## config.mk

```make
export PLATFORM = sky130hd
export DESIGN_NAME = sdram_selfref_seq
export DESIGN_NICKNAME = d
export VERILOG_FILES = /design/src/rtl/srseq_pkg.sv /design/src/rtl/srseq_rst_sync.sv /design/src/rtl/srseq_span_cnt.sv /design/src/rtl/srseq_ctrl.sv /design/src/rtl/srseq_pins.sv /design/src/rtl/sdram_selfref_seq.sv
export SDC_FILE = /design/constraint.sdc
export NUM_CORES = 1
export LEC_CHECK = 0
export ABC_CLOCK_PERIOD_IN_PS = 1200
export BUFFER_PORTS_ARGS = -buffer_cell sky130_fd_sc_hd__buf_2
export CAP_MARGIN = 10
export CORE_MARGIN = 1
export CORE_UTILIZATION = 43
export CTS_CLUSTER_SIZE = 20
export DETAILED_ROUTE_END_ITERATION = 12
export SLEW_MARGIN = 20
export SYNTH_ARGS = -nofsm -noshare
export SYNTH_HDL_FRONTEND = slang
export SYNTH_SLANG_ARGS = --single-unit
```

## constraint.sdc

```tcl
create_clock -name clk_i -period 1.2 [get_ports clk_i]
set_input_delay 0.18 -clock clk_i [delete_from_list [all_inputs] [get_ports clk_i]]
set_output_delay 0.18 -clock clk_i [all_outputs]
set_load 0.005 [all_outputs]
```

## src/rtl/srseq_pkg.sv

```systemverilog
package srseq_pkg;

  typedef enum logic [2:0] {
    ST_IDLE,
    ST_PRE_WAIT,
    ST_ENTER,
    ST_SELF_REF,
    ST_WAIT_CLK,
    ST_EXIT_NOP,
    ST_READY
  } srseq_state_e;

  // Command pin order {cs_n, ras_n, cas_n, we_n}
  localparam logic [3:0] CMD_NOP     = 4'b0111;
  localparam logic [3:0] CMD_REFRESH = 4'b0001;

  function automatic int unsigned at_least(input int unsigned v, input int unsigned floor_v);
    return (v < floor_v) ? floor_v : v;
  endfunction

endpackage

```

## src/rtl/srseq_rst_sync.sv

```systemverilog
module srseq_rst_sync (
  input  logic clk_i,
  input  logic rst_ni,
  output logic rst_sync_no
);
  logic [1:0] sync_q;

  always_ff @(posedge clk_i or negedge rst_ni) begin
    if (!rst_ni) sync_q <= 2'b00;
    else         sync_q <= {sync_q[0], 1'b1};
  end

  assign rst_sync_no = sync_q[1];
endmodule

```

## src/rtl/srseq_span_cnt.sv

```systemverilog
// Saturating span counter: done_o once LIMIT increments have been taken.
module srseq_span_cnt #(
  parameter int unsigned LIMIT = 1
) (
  input  logic clk_i,
  input  logic rst_ni,
  input  logic clr_i,
  input  logic inc_i,
  output logic done_o
);
  localparam int unsigned W = $clog2(LIMIT + 2);
  localparam logic [W-1:0] LIM_V = W'(LIMIT);

  logic [W-1:0] cnt_q, cnt_d;
  logic         cnt_en;

  always_comb begin
    cnt_en = clr_i | (inc_i & (cnt_q != LIM_V));
    cnt_d  = clr_i ? '0 : cnt_q + W'(1);
  end

  always_ff @(posedge clk_i or negedge rst_ni) begin
    if (!rst_ni)     cnt_q <= '0;
    else if (cnt_en) cnt_q <= cnt_d;
  end

  assign done_o = (cnt_q == LIM_V);
endmodule

```

## src/rtl/srseq_ctrl.sv

```systemverilog
module srseq_ctrl
  import srseq_pkg::*;
(
  input  logic         clk_i,
  input  logic         rst_ni,
  input  logic         sleep_req_i,
  input  logic         wake_req_i,
  input  logic         clk_stable_i,
  input  logic         banks_idle_i,
  input  logic         pre_done_i,
  input  logic         res_done_i,
  input  logic         exit_done_i,
  output srseq_state_e state_o,
  output srseq_state_e nxt_o,
  output logic         pre_clr_o,
  output logic         pre_inc_o,
  output logic         res_clr_o,
  output logic         res_inc_o,
  output logic         exit_clr_o,
  output logic         exit_inc_o
);
  srseq_state_e state_q, state_d;
  logic         pend_q, pend_d;
  logic         in_sleep;

  assign in_sleep = (state_q == ST_ENTER) || (state_q == ST_SELF_REF);

  always_comb begin
    state_d = state_q;
    unique case (state_q)
      ST_IDLE:     state_d = ST_READY;
      ST_READY:    if (sleep_req_i) state_d = ST_PRE_WAIT;
      ST_PRE_WAIT: if (banks_idle_i && pre_done_i) state_d = ST_ENTER;
      ST_ENTER:    state_d = ST_SELF_REF;
      ST_SELF_REF: if ((wake_req_i || pend_q) && res_done_i) state_d = ST_WAIT_CLK;
      ST_WAIT_CLK: if (clk_stable_i) state_d = ST_EXIT_NOP;
      ST_EXIT_NOP: if (exit_done_i) state_d = ST_READY;
      default:     state_d = ST_IDLE;
    endcase
  end

  // A wake seen during entry or residency is remembered until it is acted on.
  always_comb begin
    pend_d = in_sleep && (state_d != ST_WAIT_CLK) && (pend_q || wake_req_i);
  end

  always_ff @(posedge clk_i or negedge rst_ni) begin
    if (!rst_ni) begin
      state_q <= ST_IDLE;
      pend_q  <= 1'b0;
    end else begin
      state_q <= state_d;
      pend_q  <= pend_d;
    end
  end

  always_comb begin
    pre_inc_o  = (state_q == ST_PRE_WAIT) && banks_idle_i;
    pre_clr_o  = !pre_inc_o;
    res_inc_o  = in_sleep;
    res_clr_o  = !in_sleep;
    exit_inc_o = (state_q == ST_EXIT_NOP);
    exit_clr_o = !exit_inc_o;
  end

  assign state_o = state_q;
  assign nxt_o   = state_d;
endmodule

```

## src/rtl/srseq_pins.sv

```systemverilog
module srseq_pins
  import srseq_pkg::*;
(
  input  logic         clk_i,
  input  logic         rst_ni,
  input  srseq_state_e state_i,
  input  srseq_state_e nxt_i,
  output logic         cke_o,
  output logic [3:0]   cmd_o,
  output logic         ready_o,
  output logic         asleep_o,
  output logic         ref_restart_o
);
  logic restart_q, restart_d;

  always_comb begin
    cke_o    = 1'b1;
    cmd_o    = CMD_NOP;
    ready_o  = 1'b0;
    asleep_o = 1'b0;
    unique case (state_i)
      ST_ENTER: begin
        cke_o = 1'b0;
        cmd_o = CMD_REFRESH;
      end
      ST_SELF_REF, ST_WAIT_CLK: begin
        cke_o    = 1'b0;
        asleep_o = 1'b1;
      end
      ST_READY: ready_o = 1'b1;
      default: ;
    endcase
  end

  assign restart_d = (nxt_i == ST_READY) && (state_i != ST_READY);

  always_ff @(posedge clk_i or negedge rst_ni) begin
    if (!rst_ni) restart_q <= 1'b0;
    else         restart_q <= restart_d;
  end

  assign ref_restart_o = restart_q;
endmodule

```

## src/rtl/sdram_selfref_seq.sv

```systemverilog
module sdram_selfref_seq
  import srseq_pkg::*;
#(
  parameter int unsigned TRP_CYC  = 3,
  parameter int unsigned TRAS_CYC = 7,
  parameter int unsigned XSR_CYC  = 2
) (
  input  logic       clk_i,
  input  logic       rst_ni,
  input  logic       sleep_req_i,
  input  logic       wake_req_i,
  input  logic       clk_stable_i,
  input  logic       banks_idle_i,
  output logic       cke_o,
  output logic [3:0] cmd_o,
  output logic       ready_o,
  output logic       asleep_o,
  output logic       ref_restart_o
);
  localparam int unsigned TRP_EFF  = at_least(TRP_CYC, 1);
  localparam int unsigned TRAS_EFF = at_least(TRAS_CYC, 2);
  localparam int unsigned XSR_EFF  = at_least(XSR_CYC, 2);

  logic         rst_n;
  srseq_state_e state, nxt;
  logic pre_clr, pre_inc, pre_done;
  logic res_clr, res_inc, res_done;
  logic exit_clr, exit_inc, exit_done;

  srseq_rst_sync u_rst (
    .clk_i       (clk_i),
    .rst_ni      (rst_ni),
    .rst_sync_no (rst_n)
  );

  srseq_ctrl u_ctrl (
    .clk_i        (clk_i),
    .rst_ni       (rst_n),
    .sleep_req_i  (sleep_req_i),
    .wake_req_i   (wake_req_i),
    .clk_stable_i (clk_stable_i),
    .banks_idle_i (banks_idle_i),
    .pre_done_i   (pre_done),
    .res_done_i   (res_done),
    .exit_done_i  (exit_done),
    .state_o      (state),
    .nxt_o        (nxt),
    .pre_clr_o    (pre_clr),
    .pre_inc_o    (pre_inc),
    .res_clr_o    (res_clr),
    .res_inc_o    (res_inc),
    .exit_clr_o   (exit_clr),
    .exit_inc_o   (exit_inc)
  );

  // Idle run inside the precharge wait: TRP_EFF samples, current one included.
  srseq_span_cnt #(.LIMIT(TRP_EFF - 1)) u_pre_cnt (
    .clk_i (clk_i), .rst_ni (rst_n),
    .clr_i (pre_clr), .inc_i (pre_inc), .done_o (pre_done)
  );

  // Residency counted from the entry cycle.
  srseq_span_cnt #(.LIMIT(TRAS_EFF - 1)) u_res_cnt (
    .clk_i (clk_i), .rst_ni (rst_n),
    .clr_i (res_clr), .inc_i (res_inc), .done_o (res_done)
  );

  // NOP-only recovery window after clock-enable rises.
  srseq_span_cnt #(.LIMIT(XSR_EFF - 1)) u_exit_cnt (
    .clk_i (clk_i), .rst_ni (rst_n),
    .clr_i (exit_clr), .inc_i (exit_inc), .done_o (exit_done)
  );

  srseq_pins u_pins (
    .clk_i         (clk_i),
    .rst_ni        (rst_n),
    .state_i       (state),
    .nxt_i         (nxt),
    .cke_o         (cke_o),
    .cmd_o         (cmd_o),
    .ready_o       (ready_o),
    .asleep_o      (asleep_o),
    .ref_restart_o (ref_restart_o)
  );
endmodule

```

==> results of run 1 <==
-- cell type report --
class	count	share of cell area [%]
Sequential cell	14	36.7
Timing Repair Buffer	22	15.0
Tap cell	25	3.26
Inverter	5	1.95
Multi-Input combinational cell	58	40.8
Clock buffer	3	2.34
-- final timing paths --
path | start | to | slack [ns] | depth (start not counted)
setup / recovery | u_ctrl.state_o[0]$_DFF_PN0_ | asleep_o | -0.14 | 4
hold / removal | clk_stable_i | u_ctrl.state_o[0]$_DFF_PN0_ | 0.16 | 3
setup reg to reg | u_res_cnt.cnt_q[0]$_DFFE_PN0P_ | u_res_cnt.cnt_q[2]$_DFFE_PN0P_ | 0.06 | 5
hold reg to reg | u_rst.sync_q[1]$_DFF_PN0_ | u_res_cnt.cnt_q[1]$_DFFE_PN0P_ | 0.21 | 0
max in group asynchronous | u_rst.sync_q[1]$_DFF_PN0_ | u_ctrl.state_o[0]$_DFF_PN0_ | 0.61 | 0
min in group asynchronous | rst_ni | u_rst.sync_q[1]$_DFF_PN0_ | 0.20 | 2
-- cell usage in the layout (no fill, tap or decap), types with 2 or more instances in the layout --
cell,synthesis,final
sky130_fd_sc_hd__a21oi_1,2,2
sky130_fd_sc_hd__o21ai_1,1,2
sky130_fd_sc_hd__a211oi_2,2,2
sky130_fd_sc_hd__conb_1,2,3
sky130_fd_sc_hd__nand3b_1,2,2
sky130_fd_sc_hd__dfrtp_1,14,12
sky130_fd_sc_hd__a31oi_1,2,2
sky130_fd_sc_hd__nand2_1,3,2
sky130_fd_sc_hd__inv_1,5,5
sky130_fd_sc_hd__nand3_1,2,2
sky130_fd_sc_hd__buf_4,4,9
sky130_fd_sc_hd__nand2b_1,4,4
sky130_fd_sc_hd__xor2_1,2,2
sky130_fd_sc_hd__buf_2,0,11
sky130_fd_sc_hd__ha_1,4,2
sky130_fd_sc_hd__ha_2,0,2
sky130_fd_sc_hd__nor2_1,17,16
sky130_fd_sc_hd__clkbuf_4,0,3
sky130_fd_sc_hd__dfrtp_2,0,2
-- power by group --
group,switching [mW],internal (mW),leakage [nW]
registers,0.0812,0.604,0.175
logic,0.504,0.593,0.286
clock network,0.149,0.116,0.0138
-- registers in the layout, indices dropped and copies added (netlist names) --
register              flops
u_exit_cnt.cnt_q          2
u_pre_cnt.cnt_q           2
u_ctrl.pend_q             1
u_ctrl.state_o            3
u_rst.sync_q              2
u_pins.ref_restart_o      1
u_res_cnt.cnt_q           3
-- metal layers --
layer  GRT usage (%)  wire (um)  vias to the layer above  share of wire (%)
li1                -          -                      305                  -
met1            19.6        692                      274                 48
met2            25.6        668                       13                 47
met3            2.40         35                        5                2.4
met4            10.9         38                        0                2.6
met5               0          0                        -                  0
-- kinds of logic after synthesis --
logic type / after synthesis / share of synthesized area, %
simple gates: 36 / 25.0
fa+ha+maj: 4 / 6.32
buf+inv: 11 / 9.00
xor+xnor: 3 / 3.32
other cells: 2 / 0.948
flops: 14 / 44.2
compound gates: 12 / 11.2
-- per-stage QoR --
step	power [mW]	hold slack [ns]	util (%)	cell area (um^2)
finish	2.05	0.164	55.7	961
global route	2.20	0.194	55.7	961
CTS	1.99	0.163	54.1	935
detailed placement	1.61	-0.0330	50.2	867
global placement	1.59	-0.0338	50.2	867
floorplan	1.41	-0.116	-	796
-- what timing repair did --
action / 4_1_cts / 5_1_grt
pin swaps: 0 / 3
endpoints found under the hold margin: 2 / 0
gates resized for setup: 3 / 6
setup buffers: 4 / 1
setup endpoints to repair: 5 / 15
hold buffers: 1 / 0
-- worst max-delay path: stages, from the launching register on --
cell and delay (ns):
sky130_fd_sc_hd__dfrtp_2 0.40, sky130_fd_sc_hd__nand2b_1 0.18, sky130_fd_sc_hd__nor2_2 0.11, sky130_fd_sc_hd__a21o_1 0.09, sky130_fd_sc_hd__buf_2 0.10
==> impl_summary.log, run 1 <==
[metrics] setup TNS: -0.564 ns
[metrics] number of antenna violations at the first check in global routing: 0
[metrics] clock tree sinks: 14
[metrics] Inserted Clock Buffers: 3
[metrics] layout net count: about 110
[metrics] Setup Crit Path Kind: flip-flop to primary output
[metrics] CTS H-tree lvls: 1
[metrics] routed wire length: approximately 1.4 mm
[metrics] most used standard cell by instance count after synthesis: sky130_fd_sc_hd__nor2_1
[metrics] RSZ-0062 raised after global routing: yes
[metrics] number of max-cap violations: 0
[metrics] Clock Root Buffer: sky130_fd_sc_hd__clkbuf_4
[metrics] count of unresolved DRC violations after routing: 0
[metrics] count of warnings emitted by yosys: 0
[metrics] Avg Vias per Cell: ~4.7
[metrics] layout cell share with drive strength beyond 1: about a third
[metrics] signal arrival time at the worst endpoint: about 1.2 ns
[metrics] fill cell total of the finished layout: between 150 and 200
[metrics] Port-buffer cells: 11
[metrics] Storage cell area: roughly 350 um^2
[metrics] # IOs: 14
[metrics] Worst Setup Start Kind: flip-flop
[metrics] TritonCTS clock tree: built
[metrics] 1st-iter DRT viols: 1
[metrics] pin slew with the least headroom to its limit: just over 0.5 ns
[metrics] relative slew slack: 65.7%
[metrics] worst min path class: input port to flip-flop
[metrics] number of standard cells after synthesis: roughly 80
[metrics] Post-synth top flop: sky130_fd_sc_hd__dfrtp_1
[metrics] number of iterations in the first detailed-routing pass: 2
[metrics] number of pins exceeding their max-slew limit in the final report: 0
[metrics] area of the core region: 1730 um^2
[metrics] post-placement cell count: 118
[metrics] number of endpoints with negative hold slack in the final report: 0
[metrics] vias in the first global route: 539
[metrics] cell type contributing the most total cell area after synthesis: sky130_fd_sc_hd__dfrtp_1
[metrics] maximum number of pins on one net before global-route repair: 13
[metrics] P_leak: 0.475 nW
[metrics] Synth top cells by count: sky130_fd_sc_hd__nor2_1, sky130_fd_sc_hd__dfrtp_1, sky130_fd_sc_hd__inv_1
[metrics] per-cell routed wire length: roughly 11 um
[metrics] post-detailed-route count of antenna-violating nets: 0
[metrics] area of the multi-input gates: around 390 um^2
[metrics] number of rows created at floorplan: 15
[metrics] worst IR drop on VDD: approximately 1.2 mV
[metrics] Remaining Overflow, GRT: 0
[metrics] post-synth design cell area: about 800 um^2
[metrics] wire length of the first global-routing pass: 2.23 mm
[metrics] Post-DP HPWL: roughly 990 um
[metrics] final RePlAce weighted congestion: 0.659
[metrics] post-route insts no fill: roughly 130
[metrics] initial standard-cell utilization of the core: 45.9%
[metrics] violations in the final reports: negative setup slack
[metrics] Crit Path Max Fanout: 3
[metrics] chip height: between 40 and 50 um
[metrics] Setup Skew: between 0.006 and 0.007 ns
[metrics] synth top area cells: sky130_fd_sc_hd__dfrtp_1, sky130_fd_sc_hd__nor2_1, sky130_fd_sc_hd__ha_1, sky130_fd_sc_hd__buf_4, sky130_fd_sc_hd__a211oi_2
[metrics] total via count in the routed design: between 500 and 600
[metrics] setup slack of the critical path after layout: -0.143 ns
[metrics] average size of a mapped cell: about 9.7 um^2
[metrics] Max Buffers Root-to-Sink: 2
[metrics] total of flip-flops plus latches after synthesis: 14
[metrics] data required time of the critical path: ~1 ns
[metrics] full die area: 2020 um^2
[metrics] PD cells: roughly 2100 nW/um^2
[metrics] fraction of registers with async set or reset after synthesis: between 90% and 100%
[metrics] maximum clock rate: 745 MHz
[metrics] post-place setup slack: just over 0.05 ns
[metrics] endpoint kind of the worst setup timing path: primary output
[metrics] post-CTS clock slew at the launch and capture registers of the worst setup and hold paths: approximately 0.08 ns
[metrics] antenna cell count: 0
[metrics] part of the Yosys area used for sequential elements: between 40 and 50%
[metrics] fin crit share: 112%
[metrics] global router's overall resource usage: 15.9%
[metrics] unique cell type count in the Yosys netlist: 30
[metrics] EDFF count, synth: 0
[metrics] status: complete, but fails checks
[metrics] clock insertion delay at the later pin of the skew report: between 0.2 and 0.3 ns
[metrics] Tmin final: around 1.3 ns
[metrics] die boundary width: 44.9 um
[metrics] setup violators final: 5
[metrics] share of the synthesized area in the top cell type: approximately 44%
[metrics] area growth from synthesis to final layout: 21.3%
Note: power is estimated with default switching activity, not from simulation.
==> run 2, diff against run 1 <==
- ABC_CLOCK_PERIOD_IN_PS: 1200 -> 1450
- CORE_UTILIZATION: 43 -> 52
- PLACE_DENSITY: unset -> 0.75
- clock period: 1.2 -> 1.45 ns (I/O delays scaled with it)
==> impl_summary.log, run 2 (synthesis gave the netlist of run 1 again) <==
[metrics] chip height: 41.0 um (-8.7%)
[metrics] signal arrival time at the worst endpoint: 1.20 ns (+0.04 ns)
[metrics] Avg Vias per Cell: 5.07 (+7.9%)
[metrics] maximum number of pins on one net before global-route repair: 13 (unchanged)
[metrics] Port-buffer cells: 11 (unchanged)
[metrics] Tmin final: between 1 and 1.5 ns
[metrics] global router's overall resource usage: 16.4% (+0.51 points)
[metrics] Crit Path Max Fanout: 5 (+2)
[metrics] setup TNS: 0 ns (+0.564 ns)
[metrics] PD cells: 1780 nW/um^2 (-16%)
[metrics] # IOs: 14 (unchanged)
[metrics] final RePlAce weighted congestion: 0.669 (+1.5%)
[metrics] register-to-register setup slack: 0.23 ns (+0.17 ns)
[metrics] Global Route met3 Usage: 4.89% (+2.5 points)
[metrics] highest-count cells in the layout ignoring fill and taps: sky130_fd_sc_hd__nor2_1, sky130_fd_sc_hd__dfrtp_1, sky130_fd_sc_hd__buf_2
[metrics] Worst Setup Start Kind: flip-flop
[metrics] post-route insts no fill: 113 (-11%)
[metrics] per-cell routed wire length: 10.5 um (-7.1%)
[metrics] number of antenna violations at the first check in global routing: 0 (unchanged)
[metrics] fin crit share: between 90% and 100%
[metrics] number of iterations in the first detailed-routing pass: 4 (+2)
[metrics] area of the core region: 1370 um^2 (-21%)
[metrics] worst IR drop on VDD: 0.829 mV (-33%)
[metrics] Critical R2R Capture: u_ctrl.state_o[1]$_DFF_PN0_
[metrics] post-place setup slack: 0.201 ns (+0.150 ns)
[metrics] worst setup path start: u_ctrl.state_o[1]$_DFF_PN0_
[metrics] setup violators final: 0 (-5)
[metrics] highest cell delay on the worst timing path: 0.44 ns (+0.04 ns)
[metrics] launching point of the worst reg2reg path: u_res_cnt.cnt_q[0]$_DFFE_PN0P_
[metrics] Remaining Overflow, GRT: 0 (unchanged)
[metrics] number of rows created at floorplan: 13 (-2)
[metrics] fill cell total of the finished layout: 114 (-34%)
[metrics] layout cell share with drive strength beyond 1: 28.6% (-6.7 points)
[metrics] worst hold slack after final layout: 0.200 ns (+0.0358 ns)
[metrics] initial standard-cell utilization of the core: 58.0% (+12 points)
[metrics] Inserted Clock Buffers: 3 (unchanged)
[metrics] endpoint of the most critical setup path: asleep_o
[metrics] cells along the critical path: and2b_4 > a21o_1 > buf_2
[metrics] Worst Reg-to-Reg Cells: 5 (unchanged)
[metrics] area growth from synthesis to final layout: 14.4%
[metrics] post-placement cell count: 105 (-11%)
[metrics] post-CTS clock slew at the launch and capture registers of the worst setup and hold paths: 0.09 ns (about the same)
[metrics] highest-utilization routing layer at the global route stage: met2
[metrics] routed wire length: 1.19 mm (-17%)
[metrics] endpoint kind of the worst setup timing path: primary output
[metrics] vias in the first global route: 433 (-20%)
[metrics] maximum clock rate: just over 700 MHz
[metrics] Post-DP HPWL: 878 um (-11%)
[metrics] Setup Crit Path Kind: flip-flop to primary output
[metrics] 1st-iter DRT viols: 3 (+2)
[metrics] P_leak: 0.452 nW (-4.8%)
[metrics] number of pins exceeding their max-slew limit in the final report: 0 (unchanged)
[metrics] status: complete, no violations
[metrics] leading cell type in the layout, fill and taps excluded: sky130_fd_sc_hd__nor2_1
[metrics] TritonCTS clock tree: built
[metrics] antenna cell count: 0 (unchanged)
[metrics] Final Util: 66.3% (+11 points)
[metrics] CTS H-tree lvls: 1 (unchanged)
[metrics] die boundary width: 41.0 um (-8.7%)
[metrics] total via count in the routed design: 573 (-4.0%)
[metrics] layout net count: 109 (-4.4%)
[metrics] clock insertion delay at the later pin of the skew report: 0.28 ns (about the same)
[metrics] setup slack of the critical path after layout: 0.0300 ns (+0.173 ns)
[metrics] number of max-cap violations: 0 (unchanged)
[metrics] slowest cell on the critical path: sky130_fd_sc_hd__dfrtp_2
[metrics] post-detailed-route count of antenna-violating nets: 0 (unchanged)
[metrics] Max Buffers Root-to-Sink: 2 (unchanged)
[metrics] RSZ-0062 raised after global routing: yes
[metrics] full die area: 1680 um^2 (-17%)
[metrics] count of unresolved DRC violations after routing: 0 (unchanged)
[metrics] Setup Skew: 0.00405 ns (-0.00210 ns)
[metrics] wire length of the first global-routing pass: 1.71 mm (-23%)
[metrics] met1 usage in global routing: 20.1% (+0.48 points)
[metrics] worst min path class: flip-flop to asynchronous set/reset pin
[metrics] clock tree sinks: 14 (unchanged)
[metrics] met2 Resource Use GR: 26.2% (+0.58 points)
[metrics] Clock Root Buffer: sky130_fd_sc_hd__clkbuf_4
[metrics] number of endpoints with negative hold slack in the final report: 0 (unchanged)
[metrics] data required time of the critical path: 1.23 ns (+0.21 ns)
==> run 2: stage by stage <==
stage                     instance area [um^2]  power [mW]
after detailed placement                   832        1.27
after global routing                       906        1.76
after floorplan                            796        1.17
after CTS                                  888        1.58
final                                      906        1.62
after global placement                     832        1.26
==> run 2: critical path, delay by kind of cell (launching register included) <==
family	cells	cell delay, ns
compound gates	1	0.17
flops	1	0.44
simple gates	1	0.19
buf+inv	1	0.12
==> run 2: how the worst min path moves through the flow <==
stage | depth (start not counted) | start | to
floorplan | 0 | rst_ni | u_rst.sync_q[0]$_DFF_PN0_
global placement | 1 | rst_ni | u_rst.sync_q[0]$_DFF_PN0_
detailed placement | 1 | rst_ni | u_rst.sync_q[1]$_DFF_PN0_
CTS | 3 | clk_stable_i | u_ctrl.state_o[0]$_DFF_PN0_
global route | 3 | clk_stable_i | u_ctrl.state_o[0]$_DFF_PN0_
finish | 0 | u_rst.sync_q[1]$_DFF_PN0_ | u_pins.ref_restart_o$_DFF_PN0_
==> run 2: layer usage <==
layer | routed length (um) | up-vias
met2 | 535 | 16
met5 | 0 | -
li1 | - | 300
met1 | 587 | 255
met4 | 15 | 0
met3 | 47 | 2
==> run 2: layout make-up <==
cell class	count	area, um^2	area share, %
timing repair buffer	17	103	11.3
clock buffer	4	36.3	4.01
inverter	5	18.8	2.07
tap	15	18.8	2.07
multi-input combinational	58	377	41.6
sequential	14	353	39.0
==> run 2: timing repair <==
action                                  CTS  global route
buffers inserted                          1             2
hold buffers                              1             0
gates resized for setup                   2             1
endpoints found under the hold margin     2             0
endpoints found under the setup margin    2             4
gates cloned                              0             0
==> run 2: where the power goes <==
part	total [mW]	switching (mW)	internal [mW]
Sequential	0.579	0.0795	0.499
Combinational	0.755	0.354	0.401
Clock	0.282	0.129	0.153
Total	1.62	0.562	1.05
